`src/rtl/seq5_counter.sv`:
```
module seq5_counter (
  input  logic       clk,
  input  logic       rst,
  input  logic       en,
  input  logic       load,
  input  logic [2:0] load_code,
  output logic [2:0] q
);
  logic [2:0] st;
  logic [2:0] nxt;

  // resolved don't-cares: 001->110, 100->010, 111->100
  assign nxt[2] = st[0];
  assign nxt[1] = ~st[1] | (~st[0] & ~st[2]);
  assign nxt[0] = st[1] & ~st[2];

  always_ff @(posedge clk) begin
    if (rst)       st <= 3'b000;
    else if (load) st <= load_code;
    else if (en)   st <= nxt;
  end

  assign q = st;

  p_reset_r1: assert property (@(posedge clk) rst |=> q == 3'b000);

  p_cycle_r3: assert property (@(posedge clk) disable iff (rst)
    (en && !load && q == 3'b101) |=> q == 3'b110);

  p_wrap_r3: assert property (@(posedge clk) disable iff (rst)
    (en && !load && q == 3'b110) |=> q == 3'b000);

  p_hold_r4: assert property (@(posedge clk) disable iff (rst)
    (!en && !load) |=> $stable(q));

  p_recover_r5: assert property (@(posedge clk) disable iff (rst)
    (en && !load && q == 3'b001) |=> q == 3'b110);

  p_recover_r6: assert property (@(posedge clk) disable iff (rst)
    (en && !load && q == 3'b100) |=> q == 3'b010);

  p_recover_r7: assert property (@(posedge clk) disable iff (rst)
    (en && !load && q == 3'b111) |=> q == 3'b100);

  p_preset_r8: assert property (@(posedge clk) disable iff (rst)
    load |=> q == $past(load_code));
endmodule

```
`config.mk`:
```
export PLATFORM = sky130hd
export DESIGN_NAME = seq5_counter
export DESIGN_NICKNAME = d
export VERILOG_FILES = /design/src/rtl/seq5_counter.sv
export SDC_FILE = /design/constraint.sdc
export NUM_CORES = 1
export LEC_CHECK = 0
export BUFFER_PORTS_ARGS = -buffer_cell sky130_fd_sc_hd__buf_2
export CAP_MARGIN = 20
export CORE_AREA = 2 2 39 41
export CTS_CLUSTER_DIAMETER = 60
export DETAILED_ROUTE_END_ITERATION = 10
export DIE_AREA = 0 0 41 43
export GPL_ROUTABILITY_DRIVEN = 0
export PLACE_DENSITY_LB_ADDON = 0.2
export SLEW_MARGIN = 40
export SYNTH_ARGS = -nofsm -noshare
export SYNTH_HDL_FRONTEND = slang
export SYNTH_SLANG_ARGS = --single-unit
```
`constraint.sdc`:
```
create_clock -name clk -period 2.4 [get_ports clk]
set_clock_uncertainty 0.05 [all_clocks]
set_input_delay 0.36 -clock clk [delete_from_list [all_inputs] [get_ports clk]]
set_output_delay 0.36 -clock clk [all_outputs]
set_load 0.005 [all_outputs]
```
==> results of run 1 <==
-- final timing paths --
check | slack, ns | to
setup / recovery | 1.24 | q[0]
hold / removal | 0.26 | q[2]
setup reg to reg | 1.52 | q[2]
hold reg to reg | 0.48 | q[0]
-- layout by cell type, fill, tap and decap left out, types with 2 or more instances in the layout --
master    count
clkbuf_4      3
a21oi_1       2
inv_1         3
nand2_1       2
dfxtp_1       3
o211ai_1      2
buf_2         9
-- routing by layer --
| layer | global-route usage | up-vias | wire (um) |
|---|---|---|---|
| li1 | - | 86 | - |
| met1 | 0.0833 | 74 | 226 |
| met2 | 0.0594 | 12 | 124 |
| met3 | 0.0366 | 2 | 70 |
| met4 | 0.0800 | 0 | 15 |
| met5 | 0 | - | 0 |
-- through the flow --
| step | cells | power (mW) |
|---|---|---|
| after detailed placement | 42 | 0.0795 |
| after CTS | 46 | 0.177 |
| after global routing | 46 | 0.182 |
| final | 46 | 0.172 |
| after floorplan | 17 | 0.0672 |
| after global placement | 42 | 0.0795 |
-- area by class of cell --
type / count / area (um^2) / share of cell area
clock buffer: 4 / 26.3 / 0.109
sequential: 3 / 60.1 / 0.249
timing repair buffer: 9 / 45.0 / 0.187
multi-input combinational: 11 / 78.8 / 0.326
tap: 16 / 20.0 / 0.0829
inverter: 3 / 11.3 / 0.0466
-- kinds of logic after synthesis --
group	share of synthesized area
AO/OA/AOI/OAI	0.283
AND/OR/NAND/NOR	0.142
flip-flops	0.400
buffers and inverters	0.0750
multiplexers	0.100
-- report_power, final --
| part | switching [mW] | internal (mW) |
|---|---|---|
| sequential | 0.00355 | 0.0536 |
| combinational | 0.00962 | 0.0118 |
| clock | 0.0310 | 0.0626 |
==> summary.md, run 1 <==
| Metric | Value |
|---|---|
| Run status | finished, final reports clean |
| DP HPWL | 321 um |
| DR iter-0 viols | 2 |
| Via count | 174 |
| Post-synth EDFFs | 0 |
| Top post-synthesis cells by area | dfxtp_1 (40%), mux2_4 (10%), o211ai_1 (10%) |
| Total Wirelength | 436 um |
| Area of placed instances | roughly 220 um^2 |
| Setup-failing EPs final | 0 |
| Synth Flop Type | dfxtp_1 |
| Die ar. | 0.00176 mm^2 |
| Hold Path Class | input port to flop |
| Hold Path Depth | 2 |
| TritonRoute pass-1 iters | 2 |
| Critical Path Sink Type | primary output |
| Crit path cell chain | buf_2 |
| Max reg flops | 3 |
| Yosys top cell by area | dfxtp_1 |
| Unrepaired setup endpoints after global routing | false |
| P&R area growth vs syn | 60.8% |
| Worst vdd ir | 0.195 mV |
| Minimum clock period | between 1 and 1.5 ns |
| Hold Vio Cnt, Final | 0 |
| Fill cells | 157 |
| Sequential fraction of the synthesis area | 0.400 |
| Mapped Cells | 17 |
| Clock buffer count from CTS | 3 |
| Synth cell types | 10 |
| YS warnings | 0 |
| Postcts setup bufs | 0 |
| Setup Crit Path Kind | flop to primary output |
| Vias in the first global route | 163 |
| Power Dens Cells | 713 mW/mm^2 |
| Required @ worst endpoint | 1.99 ns |
| Final Worst Setup Slack | 1.24 ns |
| Dpl ws | 1.32 ns |
| Wirelength per Cell | 9.48 um |
| Worst Min Path Start | rst |
| Commonest cells in the synthesized netlist | dfxtp_1 (3), inv_1 (3), a21oi_1 (2), nand2_1 (2), o211ai_1 (2) |
| Leakage | 0.117 nW |
| Finished Core Util | 0.175 |
| Worst Path Max Fanout | 4 |
| Worst Setup SP | q[0] |
| TNS Setup | 0 ns |
| Root Buffer | clkbuf_4 |
| H-Tree Depth | 1 |
| Initial antenna violation count | 0 |
| Hold Slack | 0.263 ns |
| Mapped Nets | 24 |
| Drc violations | 0 |
| PortBufs | 9 |
| Syn Std Cell Area | 150 um^2 |
| Row count | 14 |
| Largest stage delay on the critical path | 0.38 ns |
| Final nets | 38 |
| Synth async-reset ratio | 0 |
| CTS resizes | 0 |
| Top delay family on crit path | flip-flops |
| Slowest-stage cell, CP | dfxtp_1 |
| Max Clk Rate | 860 MHz |
| Slew HR | 0.855 |
| CP bufs+invs | 1 |
| Hold-fix buffers, CTS | 0 |
| Post-synth top area share | 0.400 |
| Clock sinks | 3 |
| Setup crit start kind | flop |
| Layout cells sized above 1 | 0.500 |
| Worst slew pin tran | roughly 0.22 ns |
| FF+latch count, synth | 3 |
| CTS Buffer Depth | 2 |
| Fin crit share | 0.485 |
| Crit path DAT | 0.75 ns |
| Clock transition at path regs | around 0.04 ns |
| Initial Util | 0.108 |
| Vias per cell | 3.78 |
| Horiz. Die Dim | 41 um |
| Detail Route Antenna Nets | 0 |
| Die H | ~43 um |
| Largest net degree at the start of global routing | 6 |
| Critical Path Stages | 1 |
| GRT Total Usage | 0.0642 |
| RR Startpoint | q[0] |
| Total gr overflow | 0 |
| Syn avg cell area | slightly below 9 um^2 |
| # diodes | 0 |
| TritonCTS clock tree | yes |
| First-pass GRT wire length | 683 um |
| Fin. max-slew vios | 0 |
| Final instance area | around 240 um^2 |
| Total I/O pin count | 10 |
| Core area | 0.00138 mm^2 |
| Reg2reg path depth | 3 |
| MaxCap Viol Count | 0 |
| Insertion delay to the later sink of the worst-skew pair | 0.24 ns |
No activity file was read; power rests on OpenSTA's default activity.
==> inputs of run 2 (changes only) <==
- ABC_AREA: not set -> 1
- clock period: 2.4 -> 0.96 ns (I/O delays scaled with it)
==> summary.md, run 2 <==
| Metric | Value |
|---|---|
| YS warnings | 0 |
| Slowest-stage cell, CP | dfxtp_1 |
| Setup crit start kind | flop |
| Yosys top cell by area | dfxtp_1 |
| Minimum clock period | 0.920 ns |
| Worst Min Path Start | rst |
| Vias per cell | 3.41 |
| Hold path endpoint | q[1] |
| Crit path cell chain | buf_2 |
| H-Tree Depth | 1 |
| Met1 WL | between 150 and 200 um |
| Slew HR | 0.881 |
| Top delay family on crit path | flip-flops |
| Most common cell after layout, fill and taps aside | buf_2 |
| Mapped Nets | 34 |
| Met3 wire length | approximately 15 um |
| Horiz. Die Dim | 41 um |
| Synth async-reset ratio | 0 |
| Most frequent cell after synthesis | nand2_1 |
| Die ar. | 0.00176 mm^2 |
| Wirelength per Cell | 7.64 um |
| Mapped Cells | 27 |
| Required @ worst endpoint | 0.77 ns |
| Worst slew pin tran | about 0.18 ns |
| PortBufs | 9 |
| Worst Path Max Fanout | 4 |
| Initial Util | 0.120 |
| Hold Path Class | input port to flop |
| Die H | 43 um |
| GRT Total Usage | 0.0582 |
| Max reg flops | 3 |
| DP HPWL | 353 um |
| Drc violations | 0 |
| Critical R2R Capture | q[1] |
| Hold Path Depth | 2 |
| Hold Vio Cnt, Final | 0 |
| Max Used Layer | met3 |
| Row count | 14 |
| Placed cell count | 52 |
| FF+latch count, synth | 3 |
| Largest net degree at the start of global routing | 6 |
| Synth Flop Type | dfxtp_1 |
| Via count | 191 |
| MaxCap Viol Count | 0 |
| Overall power | 0.419 mW |
| CTS Buffer Depth | 2 |
| Total Wirelength | 428 um |
| Crit path DAT | 0.73 ns |
| Critical Path Sink Type | primary output |
| Clock buffer count from CTS | 3 |
| DR iter-0 viols | 2 |
| TritonCTS clock tree | yes |
| Initial antenna violation count | 0 |
| TNS Setup | 0 ns |
| First-pass GRT wire length | 683 um |
| Setup Crit Path Kind | flop to primary output |
| CTS resizes | 0 |
| Power Dens Cells | approximately 1600 mW/mm^2 |
| Largest stage delay on the critical path | 0.37 ns |
| Root Buffer | clkbuf_4 |
| Fin crit share | 0.959 |
| Max Clk Rate | 1090 MHz |
| Insertion delay to the later sink of the worst-skew pair | roughly 0.23 ns |
| Fin. max-slew vios | 0 |
| Clock transition at path regs | 0.04 ns |
| CP bufs+invs | 1 |
| Sequential fraction of the synthesis area | 0.361 |
| Final nets | 48 |
| Commonest cells in the synthesized netlist | nand2_1 (8), inv_1 (6), dfxtp_1 (3), nand3_1 (3), nor2_1 (3) |
| Top post-synthesis cells by area | dfxtp_1 (36%), nand2_1 (18%), inv_1 (14%) |
| Worst vdd ir | 0.546 mV |
| Detail Route Antenna Nets | 0 |
| Syn Std Cell Area | 166 um^2 |
| Synth cell types | 9 |
| Post-route insts no fill | 56 |
| RR Startpoint | q[1] |
| Total I/O pin count | 10 |
| Post-synth top area share | 0.361 |
| TritonRoute pass-1 iters | 2 |
| Most frequent cells in the layout | buf_2 (9), nand2_1 (8), inv_1 (6) |
| WL met2 | between 200 and 250 um |
| Unrepaired setup endpoints after global routing | false |
| Postcts setup bufs | 0 |
| # diodes | 0 |
| Vias in the first global route | 177 |
| Total gr overflow | 0 |
| Core area | 0.00138 mm^2 |
| Run status | finished, final reports clean |
| Layout cells sized above 1 | 0.350 |
| Hold-fix buffers, CTS | 0 |
| Reg2reg path depth | 5 |
| Clock sinks | 3 |
| Flop2flop setup slack | roughly 0.12 ns |
| Syn avg cell area | between 6 and 7 um^2 |
| Post-synth EDFFs | 0 |
| Setup-failing EPs final | 0 |
| P&R area growth vs syn | 54.9% |
| Leakage | roughly 0.14 nW |
-- run 2: cell type report --
class / instances / area (um^2)
clock buffer: 4 / 26.3
fill: 159 / 1130
inverter: 6 / 22.5
multi-input combinational: 18 / 83.8
sequential: 3 / 60.1
tap: 16 / 20.0
timing repair buffer: 9 / 45.0
-- run 2: cells by family after synthesis --
logic type             count (synthesis)  synth area share
AO/OA/AOI/OAI                          3             0.128
AND/OR/NAND/NOR                       15             0.376
buffers and inverters                  6             0.135
flip-flops                             3             0.361
-- run 2: per-layer routing --
| layer | vias to the layer above | GRT usage |
|---|---|---|
| met5 | - | 0 |
| met3 | 0 | 0.0157 |
| met1 | 81 | 0.0705 |
| met4 | 0 | 0.0400 |
| met2 | 4 | 0.0844 |
| li1 | 106 | - |
-- run 2: worst max-delay path by stage --
stage	startpoint	slack, ns	end	cells after the start
2_1_floorplan	q[1]	0.15	q[1]	5
3_3_place_gp	load	0.12	q[1]	5
3_5_place_dp	q[1]	0.12	q[1]	5
4_1_cts	q[0]	0.04	q[0]	1
5_1_grt	q[0]	0.004	q[0]	1
6_report	q[0]	0.04	q[0]	1
-- run 2: metrics by stage --
stage               utilization  cell area [um^2]  hold WS, ns  worst slack [ns]
finish                    0.186               258       0.0660            0.0396
global route              0.186               258       0.0662           0.00405
CTS                       0.186               258       0.0674            0.0367
detailed placement        0.167               231        0.305             0.120
global placement          0.167               231        0.305             0.116
floorplan                     -               166        0.156             0.151
-- run 2: report_power, final --
| group | total (mW) | switching, mW | internal, mW |
|---|---|---|---|
| combinational | 0.0583 | 0.0307 | 0.0276 |
| clock | 0.221 | 0.0650 | 0.156 |
| sequential | 0.141 | 0.00655 | 0.134 |
| total | 0.419 | 0.102 | 0.317 |
==> inputs of run 3 (changes only) <==
--- a/constraint.sdc
+++ b/constraint.sdc
@@ -3,3 +3,3 @@
 set_input_delay 0.144 -clock clk [delete_from_list [all_inputs] [get_ports clk]]
 set_output_delay 0.144 -clock clk [all_outputs]
-set_load 0.005 [all_outputs]
+set_load 0.01 [all_outputs]
==> summary.md, run 3 (same netlist as run 2, synthesis figures left out) <==
| Metric | Value |
|---|---|
| Run status | finished, final reports clean |
| Detail Route Antenna Nets | 0 |
| Fill cells | 158 |
| CP bufs+invs | 1 |
| Reg2reg path depth | 5 |
| Storage element area | 61.3 um^2 |
| PortBufs | 9 |
| DP HPWL | 353 um |
| Critical R2R Capture | q[1] |
| Initial antenna violation count | 0 |
| Max Clk Rate | 1100 MHz |
| Crit path cell chain | buf_2 |
| Final instance area | 259 um^2 |
| Power Dens Cells | 1640 mW/mm^2 |
| GRT Total Usage | 0.0582 |
| Horiz. Die Dim | between 40 and 50 um |
| Final Worst Setup Slack | 0.0537 ns |
| Required @ worst endpoint | 0.77 ns |
| Setup Crit Path Kind | flop to primary output |
| Most common cell after layout, fill and taps aside | buf_2 |
| CP Capture Point | q[2] |
| TritonRoute pass-1 iters | 3 |
| Layout cells sized above 1 | 0.375 |
| Slew HR | 0.881 |
| CTS Buffer Depth | 2 |
| Unrepaired setup endpoints after global routing | false |
| Total Wirelength | 432 um |
| Via count | a little under 200 |
| Crit path DAT | about 0.71 ns |
| Setup crit start kind | flop |
| Hold Slack | 0.0668 ns |
| Flop2flop setup slack | 0.12 ns |
| Total gr overflow | 0 |
| Vias per cell | 3.46 |
| Setup-failing EPs final | 0 |
| RR Startpoint | q[1] |
| Hold Vio Cnt, Final | 0 |
| Critical Path Sink Type | primary output |
| First-pass GRT wire length | 683 um |
| Most frequent cells in the layout | buf_2 (9), nand2_1 (8), inv_1 (6) |
| Minimum clock period | 0.906 ns |
| Insertion delay to the later sink of the worst-skew pair | 0.23 ns |
| Postcts setup bufs | 0 |
| Largest net degree at the start of global routing | 6 |
| Core area | 0.00138 mm^2 |
| Worst vdd ir | 0.546 mV |
| Top delay family on crit path | flip-flops |
| Leakage | 0.142 nW |
| Total I/O pin count | 10 |
| Fin. max-slew vios | 0 |
| MaxCap Viol Count | 0 |
| Max reg flops | 3 |
| # diodes | 0 |
| Die ar. | 0.00176 mm^2 |
| Worst slew pin tran | ~0.18 ns |
| Die H | 43 um |
| H-Tree Depth | 1 |
| Multi-input gate area | 83.8 um^2 |
| Clock buffer count from CTS | 3 |
| Area of placed instances | 231 um^2 |
| Drc violations | 0 |
| Row count | 14 |
| Slowest-stage cell, CP | dfxtp_1 |
| Worst Path Max Fanout | 3 |
| DR iter-0 viols | 1 |
| Wirelength per Cell | 7.71 um |
| Dpl ws | ~0.12 ns |
| Root Buffer | clkbuf_4 |
| Vias in the first global route | approximately 180 |
| Worst Setup SP | q[2] |
| P&R area growth vs syn | 55.6% |
| Hold-fix buffers, CTS | 0 |
| Clock transition at path regs | 0.04 ns |
| Initial Util | 0.120 |
| TritonCTS clock tree | yes |
| Clock sinks | 3 |
| TNS Setup | 0 ns |
| Fin crit share | 0.944 |
| Critical Path Stages | 1 |
| Final nets | 48 |
| Hold Path Class | input port to flop |
| Largest stage delay on the critical path | 0.34 ns |
## run 3: cell types whose count changed in the layout (fill, tap and decap cells not counted)
cell	before	now
dfxtp_2	0	1
dfxtp_1	3	2
## run 3: repair_timing
| item | CTS | global route |
|---|---|---|
| gates resized for setup | 0 | 1 |
| setup endpoints to repair | 0 | 1 |
| endpoints found under the hold margin | 0 | 0 |
## run 3: layer usage
metal | part of all wire | GRT usage
met1 | 0.42 | 0.0705
met2 | 0.54 | 0.0844
met3 | 0.035 | 0.0157
met4 | 0 | 0.0400
met5 | 0 | 0
## run 3: cell type report
cell class | instances | share of cell area
multi-input combinational | 18 | 0.324
sequential | 3 | 0.237
timing repair buffer | 9 | 0.174
clock buffer | 4 | 0.101
inverter | 6 | 0.0870
tap | 16 | 0.0773
## run 3: power by group
group / internal [mW] / total (mW) / switching, mW
Combinational: 0.0278 / 0.0617 / 0.0339
Sequential: 0.135 / 0.141 / 0.00652
Clock: 0.156 / 0.221 / 0.0650
## run 3: worst min path at each step
stage               from   end  slack, ns  cells after the start
floorplan            rst  q[1]       0.16                      1
global placement     rst  q[1]       0.30                      2
detailed placement   rst  q[1]       0.30                      2
CTS                  rst  q[1]       0.07                      2
global route         rst  q[1]       0.07                      2
finish               rst  q[0]       0.07                      2
## run 3: per-stage QoR
step	util	power [mW]	instances
2_1_floorplan	-	0.174	27
3_3_place_gp	0.167	0.206	52
3_5_place_dp	0.167	0.205	52
4_1_cts	0.186	0.432	56
5_1_grt	0.187	0.446	56
6_report	0.187	0.423	56
